<file path="src/rtl/bfs_pkg.sv">
package bfs_pkg;

    typedef enum logic {
        PH_FILL  = 1'b0,
        PH_DRAIN = 1'b1
    } phase_e;

    // Numerator of the ~1/sqrt(2) bound over 256.
    localparam int unsigned RT_HALF_NUM = 181;

endpackage

</file>
<file path="src/rtl/bfs_range_check.sv">
module bfs_range_check #(
    parameter int WIDTH   = 8,
    parameter int THR_SEL = 0
) (
    input  logic [WIDTH-1:0] word,
    output logic             over
);
    import bfs_pkg::*;

    generate
        if (THR_SEL == 0) begin : g_half
            // Out of [-0.5, 0.5) exactly when the two top bits differ.
            assign over = word[WIDTH-1] ^ word[WIDTH-2];
        end else begin : g_rt_half
            localparam int LIM = ((1 << (WIDTH-1)) * RT_HALF_NUM) / 256;
            localparam logic signed [WIDTH-1:0] LIM_P = WIDTH'(LIM);
            localparam logic signed [WIDTH-1:0] LIM_N = WIDTH'(-LIM);
            assign over = ($signed(word) > LIM_P) || ($signed(word) < LIM_N);
        end
    endgenerate

endmodule

</file>
<file path="src/rtl/bfs_block_buf.sv">
module bfs_block_buf #(
    parameter int DW    = 16,
    parameter int DEPTH = 16,
    localparam int AW   = $clog2(DEPTH)
) (
    input  logic          clk,
    input  logic          rst_n,
    input  logic          we,
    input  logic [AW-1:0] waddr,
    input  logic [DW-1:0] wdata,
    input  logic [AW-1:0] raddr,
    output logic [DW-1:0] rdata
);
    logic [DW-1:0] mem_d [DEPTH];
    logic [DW-1:0] mem_q [DEPTH];

    always_comb begin
        mem_d = mem_q;
        if (we) begin
            mem_d[waddr] = wdata;
        end
    end

    always_ff @(posedge clk or negedge rst_n) begin
        if (!rst_n) begin
            mem_q <= '{default: '0};
        end else begin
            mem_q <= mem_d;
        end
    end

    assign rdata = mem_q[raddr];

endmodule

</file>
<file path="src/rtl/bfs_halver.sv">
module bfs_halver #(
    parameter int WIDTH = 8,
    parameter int LANES = 2
) (
    input  logic                        en,
    input  logic [LANES-1:0][WIDTH-1:0] din,
    output logic [LANES-1:0][WIDTH-1:0] dout
);
    generate
        for (genvar g = 0; g < LANES; g++) begin : g_lane
            // Arithmetic shift: replicate sign, drop LSB (floor rounding).
            assign dout[g] = en ? {din[g][WIDTH-1], din[g][WIDTH-1:1]} : din[g];
        end
    endgenerate

endmodule

</file>
<file path="src/rtl/bfs_block_scaler.sv">
module bfs_block_scaler #(
    parameter int WIDTH   = 8,
    parameter int DEPTH   = 16,
    parameter int EXP_W   = 4,
    parameter int THR_SEL = 0
) (
    input  logic             clk,
    input  logic             rst_n,
    input  logic             in_valid,
    output logic             in_ready,
    input  logic [WIDTH-1:0] in_re,
    input  logic [WIDTH-1:0] in_im,
    output logic             out_valid,
    output logic [WIDTH-1:0] out_re,
    output logic [WIDTH-1:0] out_im,
    output logic             out_first,
    output logic             out_last,
    output logic             out_scaled,
    output logic [EXP_W-1:0] out_exp
);
    import bfs_pkg::*;

    localparam int AW = $clog2(DEPTH);
    localparam logic [AW-1:0] LAST = AW'(DEPTH - 1);

    typedef struct packed {
        phase_e          phase;
        logic [AW-1:0]   wr_idx;
        logic [AW-1:0]   rd_idx;
        logic            flag;
        logic [EXP_W-1:0] expc;
    } ctl_t;

    ctl_t ctl_d, ctl_q;

    logic [1:0]            hit;
    logic                  hit_any;
    logic                  accept;
    logic [2*WIDTH-1:0]    rd_word;
    logic [1:0][WIDTH-1:0] raw_pair;
    logic [1:0][WIDTH-1:0] out_pair;

    // Per-part range detectors (real = lane 0, imaginary = lane 1).
    bfs_range_check #(.WIDTH(WIDTH), .THR_SEL(THR_SEL)) u_chk_re (
        .word (in_re),
        .over (hit[0])
    );
    bfs_range_check #(.WIDTH(WIDTH), .THR_SEL(THR_SEL)) u_chk_im (
        .word (in_im),
        .over (hit[1])
    );
    assign hit_any = |hit;

    assign accept = in_valid && (ctl_q.phase == PH_FILL);

    always_comb begin
        ctl_d = ctl_q;
        case (ctl_q.phase)
            PH_FILL: begin
                if (accept) begin
                    ctl_d.flag = ctl_q.flag | hit_any;
                    if (ctl_q.wr_idx == LAST) begin
                        ctl_d.wr_idx = '0;
                        ctl_d.rd_idx = '0;
                        ctl_d.phase  = PH_DRAIN;
                        if (ctl_q.flag | hit_any) begin
                            ctl_d.expc = ctl_q.expc + EXP_W'(1);
                        end
                    end else begin
                        ctl_d.wr_idx = ctl_q.wr_idx + AW'(1);
                    end
                end
            end
            PH_DRAIN: begin
                if (ctl_q.rd_idx == LAST) begin
                    ctl_d.phase  = PH_FILL;
                    ctl_d.rd_idx = '0;
                    ctl_d.flag   = 1'b0;
                end else begin
                    ctl_d.rd_idx = ctl_q.rd_idx + AW'(1);
                end
            end
            default: ctl_d.phase = PH_FILL;
        endcase
    end

    always_ff @(posedge clk or negedge rst_n) begin
        if (!rst_n) begin
            ctl_q <= '{phase: PH_FILL, wr_idx: '0, rd_idx: '0, flag: 1'b0, expc: '0};
        end else begin
            ctl_q <= ctl_d;
        end
    end

    bfs_block_buf #(.DW(2*WIDTH), .DEPTH(DEPTH)) u_buf (
        .clk   (clk),
        .rst_n (rst_n),
        .we    (accept),
        .waddr (ctl_q.wr_idx),
        .wdata ({in_im, in_re}),
        .raddr (ctl_q.rd_idx),
        .rdata (rd_word)
    );

    assign raw_pair[0] = rd_word[WIDTH-1:0];
    assign raw_pair[1] = rd_word[2*WIDTH-1:WIDTH];

    bfs_halver #(.WIDTH(WIDTH), .LANES(2)) u_half (
        .en   (ctl_q.flag),
        .din  (raw_pair),
        .dout (out_pair)
    );

    assign in_ready   = (ctl_q.phase == PH_FILL);
    assign out_valid  = (ctl_q.phase == PH_DRAIN);
    assign out_first  = out_valid && (ctl_q.rd_idx == '0);
    assign out_last   = out_valid && (ctl_q.rd_idx == LAST);
    assign out_scaled = out_valid && ctl_q.flag;
    assign out_exp    = ctl_q.expc;
    assign out_re     = out_pair[0];
    assign out_im     = out_pair[1];

    // readout begins on the cycle after the last word is taken.
    p_drain_starts_r2: assert property (@(posedge clk) disable iff (!rst_n)
        (in_valid && in_ready && ctl_q.wr_idx == LAST) |=> (out_valid && out_first));

    // no input accepted while a readout is still running.
    p_no_accept_in_drain_r9: assert property (@(posedge clk) disable iff (!rst_n)
        (out_valid && !out_last) |=> !in_ready);

    // per-block metadata is constant across a readout.
    p_meta_stable_r8: assert property (@(posedge clk) disable iff (!rst_n)
        (out_valid && !out_first) |-> ($stable(out_scaled) && $stable(out_exp)));

    // the exponent steps by one when a flagged block closes.
    p_exp_step_r8: assert property (@(posedge clk) disable iff (!rst_n)
        (accept && ctl_q.wr_idx == LAST && (ctl_q.flag || hit_any))
        |=> (ctl_q.expc == $past(ctl_q.expc) + EXP_W'(1)));

    // the decision flag is clear when a new block starts filling.
    p_flag_clear_r10: assert property (@(posedge clk) disable iff (!rst_n)
        (out_valid && out_last) |=> !ctl_q.flag);

    // a halved word doubled gives back the stored word, or one less.
    p_halve_floor_r7: assert property (@(posedge clk) disable iff (!rst_n)
        (out_valid && out_scaled) |->
            (({out_re, 1'b0} == {raw_pair[0][WIDTH-1], raw_pair[0]}) ||
             ({out_re, 1'b1} == {raw_pair[0][WIDTH-1], raw_pair[0]})));

endmodule

</file>
<file path="config.mk">
export PLATFORM = sky130hd
export DESIGN_NAME = bfs_block_scaler
export DESIGN_NICKNAME = d
export VERILOG_FILES = /design/src/rtl/bfs_pkg.sv /design/src/rtl/bfs_range_check.sv /design/src/rtl/bfs_block_buf.sv /design/src/rtl/bfs_halver.sv /design/src/rtl/bfs_block_scaler.sv
export SDC_FILE = /design/constraint.sdc
export NUM_CORES = 1
export LEC_CHECK = 0
export CORE_MARGIN = 3
export CORE_UTILIZATION = 56
export DETAILED_ROUTE_END_ITERATION = 8
export PLACE_DENSITY = 0.75
export RECOVER_POWER = 25
export SKIP_CTS_REPAIR_TIMING = 1
export SYNTH_ARGS = -nofsm -noshare
export SYNTH_HDL_FRONTEND = slang
export SYNTH_SLANG_ARGS = --single-unit
</file>
<file path="constraint.sdc">
create_clock -name clk -period 1.8 [get_ports clk]
set_clock_uncertainty 0.15 [all_clocks]
set_input_delay 0.18 -clock clk [delete_from_list [all_inputs] [get_ports clk]]
set_output_delay 0.18 -clock clk [all_outputs]
set_load 0.005 [all_outputs]
</file>
After elaboration in Yosys (flattened, before gate mapping):

Index checks and enable logic that the tools add are counted.

* register bits after elaboration: 270
* output and inout bits: 25

* add/subtract/negate cells: 3
* order comparisons: 3
* equality and inequality tests: 5
* multiplexer cells: 19
* bitwise operators: 6
* reductions and logical operators: 11

Operators by type and width (number)
* bitwise mux 256 bit: 1
* binary-select mux 16 bit (select 4 bit): 1
* demux 16 bit (select 4 bit): 1
* 2-to-1 mux 16 bit: 3
* 2-to-1 mux 4 bit: 5
* 2-to-1 mux 14 bit: 1
* 2-to-1 mux 7 bit: 2
* adder 4 x 1 -> 4 bit (second input constant): 3
* >= comparator 5 bit (second input constant): 2
* NOT 4 -> 5 bit: 2
* one-hot mux 5 bit (2 select lines): 1
* == test 4 bit (second input constant): 2
* != test 2 x 1 -> 1 bit (second input constant): 3
* AND reduction 2 bit: 3
* logical AND 1 bit: 5
* less-than comparator 5 x 1 -> 1 bit (second input constant): 1
* zero test 4 bit: 1
* AND reduction 4 bit: 1
* 2-to-1 mux 1 bit: 3
* one-hot mux 1 bit (2 select lines): 1
* OR reduction 2 bit: 1
* bitwise XOR 1 bit: 2
* NOT 1 bit: 1
* OR 1 bit: 1

Longest topological paths before layout:

* word-level depth: 7
* gate-level depth with buffers: 9
* mapped depth without buffers: 5

Modules after synthesis:

Synthesis repeated with hierarchy kept, for this count alone.

* cells, all modules: 800
* area total of the unflattened synthesis: 12552.0 um^2

By module, submodules not included
* bfs_block_buf: instances 1, cells each 712, area an instance 11607.4 um^2
* bfs_block_scaler: instances 1, cells each 69, area an instance 743.2 um^2
* bfs_halver: instances 1, cells each 17, area an instance 183.9 um^2
* bfs_range_check: instances 2, cells each 1, area an instance 8.8 um^2

Least setup slack after synthesis:

OpenSTA, ideal clock, no wires.

* path type: register to output
* start point: register ctl_q[5] in the netlist's numbering
* end point: output out_im[0]
* arrival: 1.706 ns
* required time: 1.470 ns
* path slack: -0.236 ns
* cell stages (with the launch flop): 7
* buffers on the path: 2
* cells stage by stage: dfrtp_1 > buf_6 > buf_4 > mux4_2 > mux2_2 > a22oi_1 > o211ai_1

* cells in the longest elaborated chain, start to end: 5

Ends and longest elaborated chain
* start: declaration: line bfs_block_scaler.sv:34 `ctl_t ctl_d, ctl_q;`
* start signal: assignment: line bfs_block_scaler.sv:89 `ctl_q <= '{phase: PH_FILL, wr_idx: '0, rd_idx: '0, flag: 1'b0, expc: '0};`
* start signal: assignment: line bfs_block_scaler.sv:91 `ctl_q <= ctl_d;`
* NOT 4 -> 5 bit (implied by the code): line bfs_block_buf.sv:32 `assign rdata = mem_q[raddr];`
* binary-select mux 16 bit (select 4 bit): line bfs_block_buf.sv:32
* 2-to-1 mux 16 bit (implied by the code) (2 in series): line bfs_block_buf.sv:32
* 2-to-1 mux 7 bit: line bfs_halver.sv:12 `assign dout[g] = en ? {din[g][WIDTH-1], din[g][WIDTH-1:1]} : din[g];`
* end: declaration: line bfs_block_scaler.sv:15 `output logic [WIDTH-1:0] out_im,`

Every way passes these cells. The select of a mux whose other input is x is not followed.

Worst setup path after layout:

* start point: register ctl_q[5] in the netlist's numbering
* end point: output out_re[3]

* cells in the longest elaborated chain, start to end: 5

Ends and longest elaborated chain
* NOT 4 -> 5 bit (implied by the code): line bfs_block_buf.sv:32
* binary-select mux 16 bit (select 4 bit): line bfs_block_buf.sv:32
* 2-to-1 mux 16 bit (implied by the code) (2 in series): line bfs_block_buf.sv:32
* 2-to-1 mux 7 bit: line bfs_halver.sv:12
* end: declaration: line bfs_block_scaler.sv:14 `output logic [WIDTH-1:0] out_re,`

Every way passes these cells. The select of a mux whose other input is x is not followed.

==> metrics.yaml <==
setup_path:
  r2r_end: "u_buf.mem_q[132]$_DFFE_PN0P_"
  crit_path_start_kind: "register"
  crit_fanout: 5
  r2r_cells: 7
  worstSetupStartpoint: "ctl_q[5]$_DFFE_PN0P_"
  endpoint: "out_re[3]"
  worstPathRequired_ns: 1.47
  r2r_setup_slack_ns: -0.23
  path_class: "register to output pin"
  r2r-start: "out_valid$_DFF_PN0_"
  crit_arrival_ns: 2.74
  endpoint_kind: "output pin"
finish:
  antenna-diode-count: 0
  register_area_sq_um: 6770
  syn_to_final_growth_pct: 36.7
  final_layout_size_suffix_gt1_share_pct: 58.9
  n_fill_cell: 1122
  multi_input_area_sq_um: 6860
  fin_nets: 1133
  utilization_pct: 78.3
  design_area_sq_um: 17800
route:
  wl_per_cell_um: 30.4
  drtIter0Drc: 1125
  dr.pass1.iters: 5
  routed_via_density: 6.72
  drc: 0
  final_antenna_net_count: 0
  vias: 9471
  routed_wirelength_mm: 42.8
die:
  start_util_pct: 57.3
  fp-row-count: 55
  num_io_pins: 44
  die_area_sq_um: 25100
  core_sq_um: 22700
  die-height_um: 158
  die_x_um: 158
timing:
  hold_slack_ns: 0.325
  fmax_mhz: 326
  grt_setup_unrepaired: "true"
  setup_violations: 275
  final.period_utilization_pct: 171
  setup_ws_ns: -1.27
  period_needed_ns: 3.07
  slew_headroom_pct: 1.65
  worstMarginPinSlew_ns: 1.48
  slew_viol_final: 0
  hold_viol_final: 0
yosys:
  yosysSeqAreaShare_pct: 51.9
  synth-edff-count: 0
  synth_seq_cells: 270
  yosysWarningCount: 0
  syn-instance-count: 889
  async_flop_share_pct: 100
  synth_top_area_share_pct: 51.9
  syn_area_sq_um: 13000
  yosys_most_used_dff: "dfrtp_1"
  synth_most_common_cell: "mux2_2"
  synth_area_leaders: "dfrtp_1, mux2_2, mux4_2"
  synth_cell_type_count: 50
  ys_top_cells_by_count: "mux2_2, dfrtp_1, mux2i_1"
  avgSynthCellArea_sq_um: 14.6
  syn_nets: 916
  synth_top_area_cell: "dfrtp_1"
global_route:
  grt_overflow_total: 0
  grt_pass1_wl_mm: 55.3
  grt_usage_pct: 29.3
  grt_max_degree: 56
  grt_pass1_vias: 9173
  antenna_found_initial: 3
clock_network:
  clock_path_buffers: 3
  cts_root_buffer: "clkbuf_16"
  clock-sinks: 270
  cts_buffers: 29
  htree_levels: 1
  path_clk_slew_ns: 0.07
  cts_tree: "done"
  clk_latency_ns: 0.55
power:
  power_density_nw_per_um2: 1870
  irDropWorstVdd_mv: 1.01
  leakage_nw: 8.09
placement:
  dp.final_hpwl_mm: 23.7
  portBuffers: 43
  gp_congestion: 0.904
  place_area_sq_um: 15400
outcome:
  outcome: "finished with violations"
  violations: "negative setup slack"
flow_run:
  max-cap-violations: 0
min_path:
  min_path_type: "register to register"
kinds of logic after synthesis:
family,count (synthesis),share of synthesized area (%)
xor gates and xnor gates,7,0.471
DFF,270,51.9
buffers and inverters,81,3.78
AOI/OAI and AO/OA,61,3.32
muxes,366,35.8
adders and majority gates,8,0.769
and+or+nand+nor,96,3.91
critical path, cell delays in order (launching register included):
cell       delay [ns]
dfrtp_4          0.51
buf_12           0.15
clkbuf_16        0.15
buf_6            0.12
buf_6            0.10
mux4_2           0.41
mux2_4           0.33
nand2_2          0.08
o211ai_1         0.15
buf_2            0.18
power breakdown:
group	total (mW)	leakage (nW)	internal, mW	switching (mW)
clock network	6.00	0.464	3.56	2.45
registers	10.7	3.40	8.78	1.89
logic	16.6	4.22	9.70	6.91
total	33.3	8.09	22.0	11.2
state kept, by name (all words and copies together), names as in the netlist:
register / cells
out_valid: 1
out_exp: 4
ctl_q: 9
u_buf.mem_q: 256
stage by stage:
step | total power [mW] | setup TNS, ns | cells | worst slack [ns]
after global routing | 34.5 | -50.72 | 1410 | -1.29
after CTS | 29.8 | -30.81 | 1357 | -1.49
after global placement | 23.0 | -76.28 | 1307 | -0.899
after floorplan | 18.5 | -7.74 | 889 | -0.202
after detailed placement | 23.7 | -82.67 | 1307 | -0.910
final | 33.3 | -41.53 | 1410 | -1.27
layout make-up:
| cell class | count | share of cell area [%] |
|---|---|---|
| Clock inverter | 6 | 0.485 |
| Sequential cell | 270 | 38.0 |
| Inverter | 8 | 0.232 |
| Timing Repair Buffer | 259 | 15.9 |
| Multi-Input combinational cell | 538 | 38.5 |
| Clock buffer | 44 | 4.85 |
| Tap cell | 285 | 2.00 |
worst min-delay path by stage:
stage,start,end,slack (ns),cells after the start
after global routing,out_exp[3]$_DFFE_PN0P_,out_exp[3]$_DFFE_PN0P_,0.34,1
after CTS,rst_n,u_buf.mem_q[71]$_DFFE_PN0P_,-0.56,1
after floorplan,rst_n,ctl_q[10]$_DFFE_PN0P_,-0.27,0
final,out_exp[3]$_DFFE_PN0P_,out_exp[3]$_DFFE_PN0P_,0.32,1
after global placement,rst_n,u_buf.mem_q[187]$_DFFE_PN0P_,-0.004,1
after detailed placement,rst_n,u_buf.mem_q[187]$_DFFE_PN0P_,0.002,1
layer usage:
metal	global-route usage, %	wire length, um	part of all wire (%)	up-vias
li1	-	-	-	3716
met5	0	17	0.040	-
met1	42.8	16300	38	4905
met3	4.97	4350	10	213
met2	45.6	19600	46	635
met4	9.30	2600	6.1	2
layout by cell type (no fill, tap or decap), types with 5 or more instances in the layout:
master / synthesis / layout
a21oi_1: 6 / 5
a31oi_1: 5 / 5
nor2b_1: 6 / 5
nand2_1: 27 / 20
buf_6: 10 / 18
buf_4: 13 / 141
dfrtp_1: 270 / 264
mux2_2: 273 / 71
mux2i_1: 44 / 42
a22oi_1: 19 / 11
nor2_4: 1 / 12
o211ai_1: 5 / 5
nor2_1: 12 / 11
clkdlybuf4s50_1: 0 / 19
clkbuf_8: 0 / 8
mux4_2: 38 / 49
clkbuf_2: 0 / 8
clkbuf_16: 0 / 40
clkbuf_1: 29 / 7
a22oi_2: 0 / 8
buf_2: 17 / 8
buf_12: 1 / 43
dlymetal6s2s_1: 0 / 8
nand3_1: 12 / 10
dfrtp_2: 0 / 5
mux2_4: 0 / 202
xor2_1: 6 / 6
Note: power is estimated with default switching activity, not from simulation.
